[src/rtl/hash_seq_pkg.sv]
package hash_seq_pkg;

   localparam int WORD_W    = 32;
   localparam int BLK_WORDS = 16;
   localparam int BLK_BYTES = BLK_WORDS * WORD_W / 8;
   localparam int LEN_BYTES = 8;
   localparam int FILL_W    = $clog2(BLK_BYTES + 1);
   localparam int IV_W      = 256;

   typedef enum logic [1:0] {
      ALG_MD5    = 2'd0,
      ALG_SHA1   = 2'd1,
      ALG_SHA224 = 2'd2,
      ALG_SHA256 = 2'd3
   } alg_e;

   // How the working block is formed from the input buffer
   typedef enum logic [1:0] {
      BK_RAW     = 2'd0,   // buffer as written
      BK_FINAL   = 2'd1,   // data, 0x80 marker, zeros, bit length
      BK_SPILL   = 2'd2,   // data, 0x80 marker, zeros (length follows)
      BK_LENONLY = 2'd3    // zeros and bit length
   } blk_kind_e;

   function automatic logic [IV_W-1:0] iv_words(alg_e a);
      case (a)
         ALG_MD5:    iv_words = {32'h67452301, 32'hefcdab89, 32'h98badcfe,
                                 32'h10325476, 128'h0};
         ALG_SHA1:   iv_words = {32'h67452301, 32'hefcdab89, 32'h98badcfe,
                                 32'h10325476, 32'hc3d2e1f0, 96'h0};
         ALG_SHA224: iv_words = {32'hc1059ed8, 32'h367cd507, 32'h3070dd17,
                                 32'hf70e5939, 32'hffc00b31, 32'h68581511,
                                 32'h64f98fa7, 32'hbefa4fa4};
         default:    iv_words = {32'h6a09e667, 32'hbb67ae85, 32'h3c6ef372,
                                 32'ha54ff53a, 32'h510e527f, 32'h9b05688c,
                                 32'h1f83d9ab, 32'h5be0cd19};
      endcase
   endfunction

endpackage

[src/rtl/hash_inbuf.sv]
module hash_inbuf #(
   parameter int WORDS  = 16,
   parameter int WORD_W = 32,
   localparam int IW    = $clog2(WORDS)
) (
   input  logic                    clk,
   input  logic                    rst_n,
   input  logic                    wr_en,
   input  logic [IW-1:0]           wr_idx,
   input  logic [WORD_W-1:0]       wr_data,
   output logic [WORDS*WORD_W-1:0] raw_blk
);

   for (genvar g = 0; g < WORDS; g++) begin : g_word
      logic [WORD_W-1:0] word_q;
      always_ff @(posedge clk or negedge rst_n) begin
         if (!rst_n) begin
            word_q <= '0;
         end else if (wr_en && wr_idx == IW'(g)) begin
            word_q <= wr_data;
         end
      end
      assign raw_blk[(WORDS-1-g)*WORD_W +: WORD_W] = word_q;
   end

endmodule

[src/rtl/hash_pad.sv]
module hash_pad
   import hash_seq_pkg::*;
#(
   parameter int BYTES  = 64,
   parameter int LBYTES = 8,
   localparam int RW    = $clog2(BYTES + 1)
) (
   input  logic [BYTES*8-1:0]  raw_blk,
   input  blk_kind_e           kind,
   input  logic [RW-1:0]       fill_r,
   input  logic                little_len,
   input  logic [LBYTES*8-1:0] bit_len,
   output logic [BYTES*8-1:0]  blk_out
);

   logic mark_en, len_en;
   assign mark_en = (kind == BK_FINAL) || (kind == BK_SPILL);
   assign len_en  = (kind == BK_FINAL) || (kind == BK_LENONLY);

   for (genvar i = 0; i < BYTES; i++) begin : g_byte
      logic [7:0] len_b, out_b, raw_b;
      assign raw_b = raw_blk[(BYTES-1-i)*8 +: 8];
      if (i >= BYTES - LBYTES) begin : g_len
         localparam int J = i - (BYTES - LBYTES);
         assign len_b = little_len ? bit_len[J*8 +: 8]
                                   : bit_len[(LBYTES-1-J)*8 +: 8];
      end else begin : g_nolen
         assign len_b = 8'h00;
      end
      always_comb begin
         if (RW'(i) < fill_r)                 out_b = raw_b;
         else if (mark_en && RW'(i) == fill_r) out_b = 8'h80;
         else if (len_en)                     out_b = len_b;
         else                                 out_b = 8'h00;
      end
      assign blk_out[(BYTES-1-i)*8 +: 8] = out_b;
   end

endmodule

[src/rtl/hash_ctrl.sv]
module hash_ctrl
   import hash_seq_pkg::*;
#(
   parameter int LEN_W  = 28,
   parameter int CNT_W  = 32,
   localparam int BLK_W = BLK_BYTES * 8,
   localparam int IW    = $clog2(BLK_WORDS)
) (
   input  logic                 clk,
   input  logic                 rst_n,
   input  logic                 cfg_start,
   input  logic [1:0]           cfg_algo,
   input  logic                 cfg_load_iv,
   input  logic                 cfg_close,
   input  logic [LEN_W-1:0]     cfg_len,
   input  logic [CNT_W-1:0]     cfg_cnt_in,
   input  logic                 dma_en,
   input  logic                 wr_valid,
   input  logic [BLK_W-1:0]     pad_blk,
   input  logic                 blk_ready,
   output logic                 buf_we,
   output logic [IW-1:0]        buf_idx,
   output blk_kind_e            pad_kind,
   output logic [FILL_W-1:0]    pad_r,
   output logic                 pad_le,
   output logic [LEN_BYTES*8-1:0] bit_len,
   output logic                 in_ready,
   output logic                 dma_req,
   output logic                 overflow,
   output logic                 blk_valid,
   output logic [BLK_W-1:0]     blk_data,
   output logic                 blk_first,
   output logic [1:0]           blk_algo,
   output logic [CNT_W-1:0]     digest_cnt,
   output logic                 out_ready
);

   typedef enum logic [2:0] {
      ST_IDLE, ST_FILL, ST_PUSH, ST_WAIT, ST_DONE
   } st_e;

   localparam logic [FILL_W-1:0] FULL_B = FILL_W'(BLK_BYTES);
   localparam logic [FILL_W-1:0] LAST_ONE_BLK = FILL_W'(BLK_BYTES - LEN_BYTES - 1);

   st_e                 st_q;
   alg_e                alg_q;
   logic                close_q, first_pend_q, dma_q, ovf_q;
   logic [LEN_W-1:0]    rem_q;
   logic [FILL_W-1:0]   bcnt_q, r_q, work_bytes_q;
   blk_kind_e           kind_q;
   logic [LEN_BYTES*8-1:0] bitlen_q;
   logic [CNT_W-1:0]    cnt_q;
   logic [BLK_W-1:0]    work_q;
   logic                work_vld_q, work_first_q;

   logic [2:0]          nb;
   logic [FILL_W-1:0]   new_b;
   logic                last_w, wr_acc, slot_free, start_ok, push_go, hshake;
   logic [CNT_W-1:0]    start_base;
   logic [LEN_BYTES*8-1:0] start_bits;

   assign in_ready   = (st_q == ST_FILL);
   assign out_ready  = (st_q == ST_DONE);
   assign wr_acc     = wr_valid && in_ready;
   assign nb         = (rem_q > LEN_W'(4)) ? 3'd4 : rem_q[2:0];
   assign new_b      = bcnt_q + FILL_W'(nb);
   assign last_w     = (rem_q <= LEN_W'(4));
   assign hshake     = work_vld_q && blk_ready;
   assign slot_free  = !work_vld_q || blk_ready;
   assign start_ok   = cfg_start && (st_q == ST_IDLE || st_q == ST_DONE);
   assign push_go    = (st_q == ST_PUSH) && slot_free;
   assign start_base = cfg_load_iv ? '0 : cfg_cnt_in;
   assign start_bits = (64'(start_base) + 64'(cfg_len)) << 3;

   assign buf_we     = wr_acc;
   assign buf_idx    = bcnt_q[IW+1:2];
   assign pad_kind   = kind_q;
   assign pad_r      = r_q;
   assign pad_le     = (alg_q == ALG_MD5);
   assign bit_len    = bitlen_q;
   assign dma_req    = dma_q;
   assign overflow   = ovf_q;
   assign blk_valid  = work_vld_q;
   assign blk_data   = work_q;
   assign blk_first  = work_first_q;
   assign blk_algo   = alg_q;
   assign digest_cnt = cnt_q;

   // sequencing of input buffer and padding
   always_ff @(posedge clk or negedge rst_n) begin
      if (!rst_n) begin
         st_q         <= ST_IDLE;
         alg_q        <= ALG_MD5;
         close_q      <= 1'b0;
         first_pend_q <= 1'b0;
         rem_q        <= '0;
         bcnt_q       <= '0;
         r_q          <= '0;
         kind_q       <= BK_RAW;
         bitlen_q     <= '0;
         dma_q        <= 1'b0;
      end else begin
         dma_q <= 1'b0;
         case (st_q)
            ST_IDLE, ST_DONE: begin
               if (start_ok) begin
                  alg_q        <= alg_e'(cfg_algo);
                  close_q      <= cfg_close;
                  first_pend_q <= cfg_load_iv;
                  rem_q        <= cfg_len;
                  bitlen_q     <= start_bits;
                  bcnt_q       <= '0;
                  if (cfg_len != '0) begin
                     st_q  <= ST_FILL;
                     dma_q <= dma_en;
                  end else if (cfg_close) begin
                     kind_q <= BK_FINAL;
                     r_q    <= '0;
                     st_q   <= ST_PUSH;
                  end else begin
                     st_q <= ST_WAIT;
                  end
               end
            end
            ST_FILL: begin
               if (wr_acc) begin
                  rem_q  <= rem_q - LEN_W'(nb);
                  bcnt_q <= new_b;
                  if (new_b == FULL_B) begin
                     kind_q <= BK_RAW;
                     r_q    <= FULL_B;
                     st_q   <= ST_PUSH;
                  end else if (last_w) begin
                     kind_q <= (new_b <= LAST_ONE_BLK) ? BK_FINAL : BK_SPILL;
                     r_q    <= new_b;
                     st_q   <= ST_PUSH;
                  end
               end
            end
            ST_PUSH: begin
               if (slot_free) begin
                  bcnt_q       <= '0;
                  first_pend_q <= 1'b0;
                  case (kind_q)
                     BK_RAW: begin
                        if (rem_q != '0) begin
                           st_q  <= ST_FILL;
                           dma_q <= dma_en;
                        end else if (close_q) begin
                           kind_q <= BK_FINAL;
                           r_q    <= '0;
                        end else begin
                           st_q <= ST_WAIT;
                        end
                     end
                     BK_SPILL: begin
                        kind_q <= BK_LENONLY;
                        r_q    <= '0;
                     end
                     default: st_q <= ST_WAIT;
                  endcase
               end
            end
            ST_WAIT: begin
               if (slot_free) st_q <= ST_DONE;
            end
            default: st_q <= ST_IDLE;
         endcase
      end
   end

   // working storage toward the compression core
   always_ff @(posedge clk or negedge rst_n) begin
      if (!rst_n) begin
         work_q       <= '0;
         work_vld_q   <= 1'b0;
         work_first_q <= 1'b0;
         work_bytes_q <= '0;
      end else if (push_go) begin
         work_q       <= pad_blk;
         work_vld_q   <= 1'b1;
         work_first_q <= first_pend_q;
         work_bytes_q <= r_q;
      end else if (hshake) begin
         work_vld_q   <= 1'b0;
      end
   end

   // byte count and refused-write flag
   always_ff @(posedge clk or negedge rst_n) begin
      if (!rst_n) begin
         cnt_q <= '0;
         ovf_q <= 1'b0;
      end else begin
         if (start_ok)    cnt_q <= start_base;
         else if (hshake) cnt_q <= cnt_q + CNT_W'(work_bytes_q);
         if (wr_valid && !in_ready) ovf_q <= 1'b1;
         else if (start_ok)         ovf_q <= 1'b0;
      end
   end

endmodule

[src/rtl/hash_seq_top.sv]
module hash_seq_top
   import hash_seq_pkg::*;
#(
   parameter int LEN_W = 28,
   parameter int CNT_W = 32,
   localparam int BLK_W = BLK_BYTES * 8
) (
   input  logic             clk,
   input  logic             rst_n,
   input  logic             cfg_start,
   input  logic [1:0]       cfg_algo,
   input  logic             cfg_load_iv,
   input  logic             cfg_close,
   input  logic [LEN_W-1:0] cfg_len,
   input  logic [CNT_W-1:0] cfg_cnt_in,
   input  logic             dma_en,
   input  logic             irq_en,
   input  logic             wr_valid,
   input  logic [31:0]      wr_data,
   output logic             in_ready,
   output logic             dma_req,
   output logic             overflow,
   output logic             blk_valid,
   input  logic             blk_ready,
   output logic [511:0]     blk_data,
   output logic             blk_first,
   output logic [1:0]       blk_algo,
   output logic [255:0]     blk_iv,
   output logic [CNT_W-1:0] digest_cnt,
   output logic             out_ready,
   output logic             irq_n
);

   if (LEN_W < 3 || LEN_W > CNT_W || CNT_W > 60) begin : g_bad_width
      $error("hash_seq_top: need 3 <= LEN_W <= CNT_W <= 60");
   end
   if (BLK_W != 512 || WORD_W != 32) begin : g_bad_block
      $error("hash_seq_top: block must be 16 words of 32 bits");
   end

   localparam int IW = $clog2(BLK_WORDS);

   logic                   buf_we, pad_le;
   logic [IW-1:0]          buf_idx;
   logic [BLK_W-1:0]       raw_blk, pad_blk;
   blk_kind_e              pad_kind;
   logic [FILL_W-1:0]      pad_r;
   logic [LEN_BYTES*8-1:0] bit_len;

   hash_inbuf #(.WORDS(BLK_WORDS), .WORD_W(WORD_W)) u_inbuf (
      .clk     (clk),
      .rst_n   (rst_n),
      .wr_en   (buf_we),
      .wr_idx  (buf_idx),
      .wr_data (wr_data),
      .raw_blk (raw_blk)
   );

   hash_pad #(.BYTES(BLK_BYTES), .LBYTES(LEN_BYTES)) u_pad (
      .raw_blk    (raw_blk),
      .kind       (pad_kind),
      .fill_r     (pad_r),
      .little_len (pad_le),
      .bit_len    (bit_len),
      .blk_out    (pad_blk)
   );

   hash_ctrl #(.LEN_W(LEN_W), .CNT_W(CNT_W)) u_ctrl (
      .clk         (clk),
      .rst_n       (rst_n),
      .cfg_start   (cfg_start),
      .cfg_algo    (cfg_algo),
      .cfg_load_iv (cfg_load_iv),
      .cfg_close   (cfg_close),
      .cfg_len     (cfg_len),
      .cfg_cnt_in  (cfg_cnt_in),
      .dma_en      (dma_en),
      .wr_valid    (wr_valid),
      .pad_blk     (pad_blk),
      .blk_ready   (blk_ready),
      .buf_we      (buf_we),
      .buf_idx     (buf_idx),
      .pad_kind    (pad_kind),
      .pad_r       (pad_r),
      .pad_le      (pad_le),
      .bit_len     (bit_len),
      .in_ready    (in_ready),
      .dma_req     (dma_req),
      .overflow    (overflow),
      .blk_valid   (blk_valid),
      .blk_data    (blk_data),
      .blk_first   (blk_first),
      .blk_algo    (blk_algo),
      .digest_cnt  (digest_cnt),
      .out_ready   (out_ready)
   );

   assign blk_iv = iv_words(alg_e'(blk_algo));
   assign irq_n  = !(out_ready && irq_en);

endmodule

[config.mk]
export PLATFORM = sky130hd
export DESIGN_NAME = hash_seq_top
export DESIGN_NICKNAME = d
export VERILOG_FILES = /design/src/rtl/hash_seq_pkg.sv /design/src/rtl/hash_inbuf.sv /design/src/rtl/hash_pad.sv /design/src/rtl/hash_ctrl.sv /design/src/rtl/hash_seq_top.sv
export SDC_FILE = /design/constraint.sdc
export NUM_CORES = 2
export LEC_CHECK = 0
export BUFFER_PORTS_ARGS = -buffer_cell sky130_fd_sc_hd__buf_2
export CAP_MARGIN = 5
export CORE_AREA = 2 2 356 358
export CTS_BUF_LIST = sky130_fd_sc_hd__clkbuf_4
export CTS_CLUSTER_DIAMETER = 30
export CTS_CLUSTER_SIZE = 25
export DETAILED_ROUTE_END_ITERATION = 8
export DIE_AREA = 0 0 358 360
export SLEW_MARGIN = 20
export SYNTH_ARGS = -nofsm -noshare
export SYNTH_HDL_FRONTEND = slang
export SYNTH_SLANG_ARGS = --single-unit
[constraint.sdc]
create_clock -name clk -period 12.65 [get_ports clk]
set_input_delay 1.8975 -clock clk [delete_from_list [all_inputs] [get_ports clk]]
set_output_delay 1.8975 -clock clk [all_outputs]
set_load 0.02 [all_outputs]
Word level (Yosys, flattened, before mapping)
Index checks and enable logic that the tools add are counted.
{"block": "classes", "addsub": 4, "order_cmp": 67, "n_eq_ne": 100, "n_mux": 204, "reduce_logical": 113}
{"cell": "$mux 8", "count": 144}
{"cell": "$pmux 256 s3", "count": 1}
{"cell": "$eq 6x7->1 const A", "count": 32}
{"cell": "$lt 6x7->1 const A", "count": 32}
{"cell": "$eq 5x7->1 const A", "count": 16}
{"cell": "$lt 5x7->1 const A", "count": 16}
{"cell": "$mux 32", "count": 3}
{"cell": "$logic_and 1x1->1", "count": 86}
{"cell": "$mux 7", "count": 12}
{"cell": "$eq 4x7->1 const A", "count": 8}
{"cell": "$lt 4x7->1 const A", "count": 8}
{"cell": "$mux 28", "count": 2}
{"cell": "$pmux 28 s2", "count": 1}
{"cell": "$reduce_bool 28->1", "count": 2}
{"cell": "$pmux 7 s3", "count": 2}
{"cell": "$add 32x28->33", "count": 1}
{"cell": "$add 32x7->32", "count": 1}
{"cell": "$eq 4x4->1 const B", "count": 8}
{"cell": "$mux 3", "count": 10}
{"cell": "$eq 3x7->1 const A", "count": 4}
{"cell": "$gt 28x3->1 const B", "count": 1}
{"cell": "$le 28x3->1 const B", "count": 1}
{"cell": "$lt 3x7->1 const A", "count": 4}
{"cell": "$sub 28x3->28", "count": 1}
{"cell": "other kinds (42)", "count": 92}
{"block": "totals", "reg_bits": 1179, "wordCells": 520}

Depth between registers and ports, before layout
{"block": "depth", "ltp_word": 9, "depth_mapped": 17}

Modules after synthesis
Synthesis repeated with hierarchy kept, for this count alone.
{"block": "unflattened", "cells_unflattened": 4423, "hier_area_um2": 54921.4}
{"module": "hash_ctrl", "instances": 1, "cells_each": 2121, "area_each_um2": 27492.6, "seq_area_each_um2": 15990.3}
{"module": "hash_inbuf", "instances": 1, "cells_each": 1134, "area_each_um2": 19090.8, "seq_area_each_um2": 12812.3}
{"module": "hash_pad", "instances": 1, "cells_each": 903, "area_each_um2": 6338.6, "seq_area_each_um2": 0.0}
{"module": "hash_seq_top", "instances": 1, "cells_each": 265, "area_each_um2": 1999.4, "seq_area_each_um2": 0.0}

Least setup slack after synthesis
No wires, ideal clock.
{"block": "synth_timing", "path_type": "input -> register", "from": "input port cfg_load_iv", "to": "register u_ctrl.bitlen_q[29], in the netlist u_ctrl.bit_len[29]", "arrival_time_ns": 4.675, "required_time_ns": 12.581, "path_slack_ns": 7.906, "cell_stages": 14, "path_buffers": 2, "path_cell_list": "clkbuf_1 > clkbuf_1 > nor2b_1 > ha_1 > inv_1 > fa_1 > nor2b_1 > o2111ai_1 > a21oi_1 > o211ai_1 > o21ai_0 > o21ai_0 > or4_1 > nand3_1"}
{"block": "synth_between", "elab_chain_len": 2}
{"item": "start: declaration", "line_no": "hash_seq_top.sv:12", "text": "input logic cfg_load_iv,"}
{"item": "$mux 32", "line_no": "hash_ctrl.sv:72", "text": "assign start_base = cfg_load_iv ? '0 : cfg_cnt_in;"}
{"item": "$add 32x28->33", "line_no": "hash_ctrl.sv:73", "text": "assign start_bits = (64'(start_base) + 64'(cfg_len)) << 3;"}
{"item": "end signal: assignment", "line_no": "hash_ctrl.sv:111", "text": "bitlen_q <= start_bits;"}
{"item": "end: declaration", "line_no": "hash_ctrl.sv:51", "text": "logic [LEN_BYTES*8-1:0] bitlen_q;"}
Every way passes these cells.
A chain may end at the register's enable or synchronous reset.

Worst setup path in the final report
{"block": "layout_timing", "from": "register u_ctrl.alg_q[0], in the netlist u_ctrl.blk_algo[0]", "to": "output port blk_iv[11]"}
{"block": "layout_between", "elab_chain_len": 2, "elab_cells_between_ends": 4}
{"item": "start: declaration", "line_no": "hash_ctrl.sv:46", "text": "alg_e alg_q;"}
{"item": "start signal: assignment", "line_no": "hash_ctrl.sv:107", "text": "alg_q <= alg_e'(cfg_algo);"}
{"item": "$eq 2x2->1, or another cell as far along", "line_no": "hash_seq_pkg.sv:26", "text": "case (a)"}
{"item": "$pmux 256 s3 *", "line_no": "hash_seq_pkg.sv:26"}
{"item": "end: declaration", "line_no": "hash_seq_top.sv:28", "text": "output logic [255:0] blk_iv,"}
Every way passes the cells marked *; elsewhere a longest branch is shown, timed or not.

==> results.json <==
{
  "status": "completed",
  "h-tree-depth": 5,
  "grt.total_usage": 0.273,
  "antenna_found_initial": 24,
  "path_class": "reg -> out",
  "ctsResizeCount": 0,
  "grt_pass1_vias": 36200,
  "gp_congestion": 0.903,
  "synth_flop_cell": "dfrtp_1",
  "cts_hold_buf": 0,
  "ant_nets": 0,
  "yosysTopAreaCell": "dfrtp_1",
  "first_pass_iters": 6,
  "post-cts-setup-buffers": 0,
  "die-area_mm2": 0.129,
  "finalHoldViolations": 0,
  "slew-limit-headroom": 0.213,
  "grt_max_degree": 188,
  "rsz0062_at_grt": "no",
  "async_reset_ff_frac": 1.00,
  "period_share": 0.396,
  "cp_max_fo": 49,
  "drc": 0,
  "routedWlPerCell_um": 26.3,
  "grt_overflow": 0,
  "timing.fmax_ghz": 0.199,
  "clk_latency_ps": 1260,
  "clock_sinks": 1151,
  "cp.arrival_ps": 3120,
  "clockBufferDepth": 4,
  "cellLeakagePower_nw": 30.2,
  "io_pins": 912,
  "ys_warn_count": 0,
  "multiInputGateArea_mm2": 0.0183,
  "syn_inst": 4211,
  "netlist_top_cells_area": "dfrtp_1 (58%), mux2_2 (12%), a22o_1 (6.1%), buf_4 (3.7%), nand2_1 (2.9%)",
  "drive_above_1_share": 0.372,
  "worstPathRequired_ps": 10750,
  "die_width_um": 358,
  "yosys.area.top_type_share": 0.578,
  "synth_edf_count": 0,
  "fin_tns_setup_ps": 0,
  "end_kind": "output pin",
  "grt_pass1_wl_um": 257000,
  "via_count": 37200,
  "finalWorstPathRequiredPeriod_ps": 5010,
  "clkTransAtPathRegs_ps": 80,
  "synth-seq-cells": 1151,
  "seq_area_frac_synth": 0.578,
  "slew_violations": 0,
  "fin_skew_ps": 96.1,
  "synth.lib_cells_used.distinct": 78,
  "syn_to_final_growth_pct": 16.4,
  "die_h_um": 360,
  "setup_viol": 0,
  "post_drt_via_cell_ratio": 5.49,
  "root_buffer": "clkbuf_4",
  "powerDensity_mw_per_mm2": 203,
  "post_synth.cell_area_avg_um2": 11.8,
  "num_rows": 130,
  "register_area_mm2": 0.0288,
  "numCtsBuffers": 277,
  "core_mm2": 0.125,
  "wl_um": 178000,
  "ir_worst_vdd_uv": 206,
  "drt_iter0_drc": 3091,
  "start_util": 0.399,
  "cts_tree": "done",
  "maxCapViolCount": 0,
  "num-fill-cells": 11700,
  "timing.hold.ws_ps": 417,
  "nNetsFinal": 5084,
  "worst_slew_pin_slew_ps": 1170,
  "start_kind": "flip-flop",
  "hp-class": "reg -> reg",
  "dp_hpwl_um": 123000,
  "syn_area_mm2": 0.0499,
  "portBuffers": 851
}
[kinds of logic after synthesis]
| family | Yosys count | synth area share |
|---|---|---|
| other | 2 | 0.000151 |
| XOR/XNOR | 59 | 0.0104 |
| adder cells (fa/ha/maj) | 52 | 0.0135 |
| buffers and inverters | 552 | 0.0609 |
| multiplexers | 543 | 0.122 |
| AND/OR/NAND/NOR | 935 | 0.0834 |
| flip-flops | 1151 | 0.578 |
| AO/OA/AOI/OAI | 917 | 0.132 |
[flip-flops by register name, indices dropped and copies added, names as in the netlist]
name	flops
u_ctrl.st_q	3
u_ctrl.bcnt_q	7
u_ctrl.blk_first	1
u_ctrl.dma_req	1
u_ctrl.blk_valid	1
u_inbuf.g_word.word_q	512
u_ctrl.pad_kind	2
u_ctrl.overflow	1
u_ctrl.rem_q	28
u_ctrl.digest_cnt	32
u_ctrl.work_bytes_q	7
u_ctrl.close_q	1
u_ctrl.blk_algo	2
u_ctrl.first_pend_q	1
u_ctrl.bit_len	33
u_ctrl.blk_data	512
u_ctrl.pad_r	7
[critical path, stage by stage (launching register included)]
cell     delay (ps)
dfrtp_1         420
inv_1           170
ha_1            170
buf_4           370
or2_2           530
buf_2           270
[path summary, 6_finish.rpt]
check | from | cells after the start | slack [ps] | endpoint
setup / recovery | u_ctrl.blk_algo[0] | 5 | 7640 | blk_iv[11]
hold / removal | u_inbuf.g_word[0].word_q[12] | 1 | 420 | u_ctrl.blk_data[492]
setup reg to reg | u_ctrl.rem_q[25] | 14 | 7730 | u_ctrl.pad_r[0]
hold reg to reg | u_inbuf.g_word[0].word_q[12] | 1 | 420 | u_ctrl.blk_data[492]
max in group asynchronous | rst_n | 3 | 9480 | u_ctrl.rem_q[15]
min in group asynchronous | rst_n | 1 | 780 | u_inbuf.g_word[2].word_q[17]
[cell usage in the layout, fill, tap and decap left out, types with 22 or more instances in the layout]
cell | Yosys | routed
nor3_1 | 45 | 44
clkinv_1 | 0 | 30
inv_1 | 33 | 33
a22o_1 | 349 | 349
nor2_1 | 272 | 270
conb_1 | 2 | 61
buf_2 | 19 | 850
clkinvlp_4 | 0 | 22
o21ai_0 | 205 | 205
nand3_1 | 61 | 60
nor2b_1 | 44 | 43
clkbuf_4 | 0 | 320
ha_1 | 49 | 49
a21o_1 | 30 | 30
bufinv_16 | 0 | 29
xnor2_1 | 26 | 26
nand2_1 | 386 | 375
dfrtp_1 | 1151 | 1148
mux2_2 | 517 | 517
a21oi_1 | 149 | 148
buf_4 | 246 | 40
clkinv_2 | 0 | 44
a221oi_1 | 59 | 59
xor2_1 | 33 | 33
mux2i_1 | 22 | 22
[cells in the mapped netlist, drive strengths merged, types with 49 or more instances]
cell,n
nor2,272
o21ai,205
a21oi,149
buf,309
nand3,62
dfrtp,1151
nand2,386
a22o,349
a221oi,59
ha,49
mux2,521
clkbuf,209
[cell type report]
type / count / share of cell area
Antenna cell: 13 / 0.000560
Multi-Input combinational cell: 2567 / 0.316
Tap cell: 1650 / 0.0356
Clock inverter: 149 / 0.0269
Inverter: 34 / 0.00220
Clock buffer: 320 / 0.0414
Sequential cell: 1151 / 0.496
Timing Repair Buffer: 898 / 0.0813
[routing by layer]
metal,wire (µm),track usage,up-vias
met5,47,0,-
met4,5560,0.0927,8
met3,14100,0.0672,330
met2,81000,0.416,1597
met1,77400,0.379,19000
li1,-,-,16300
[metrics by stage]
| step | cell area [µm²] | util | power, W | setup WS (ps) | std cells |
|---|---|---|---|---|---|
| after floorplan | 50100 | - | 0.00728 | 7910 | 4270 |
| after global placement | 54000 | 0.432 | 0.00829 | 7340 | 6299 |
| final | 58000 | 0.465 | 0.0118 | 7640 | 6782 |
| after detailed placement | 54000 | 0.432 | 0.00834 | 7300 | 6299 |
| after CTS | 58000 | 0.464 | 0.0119 | 7450 | 6768 |
| after global routing | 58000 | 0.465 | 0.0124 | 7270 | 6778 |
[power by group]
part           switching [W]  internal [W]  total [W]
Sequential          0.000431       0.00423    0.00466
Combinational        0.00254       0.00107    0.00361
Clock                0.00166       0.00186    0.00352
Note: power is estimated with default switching activity, not from simulation.
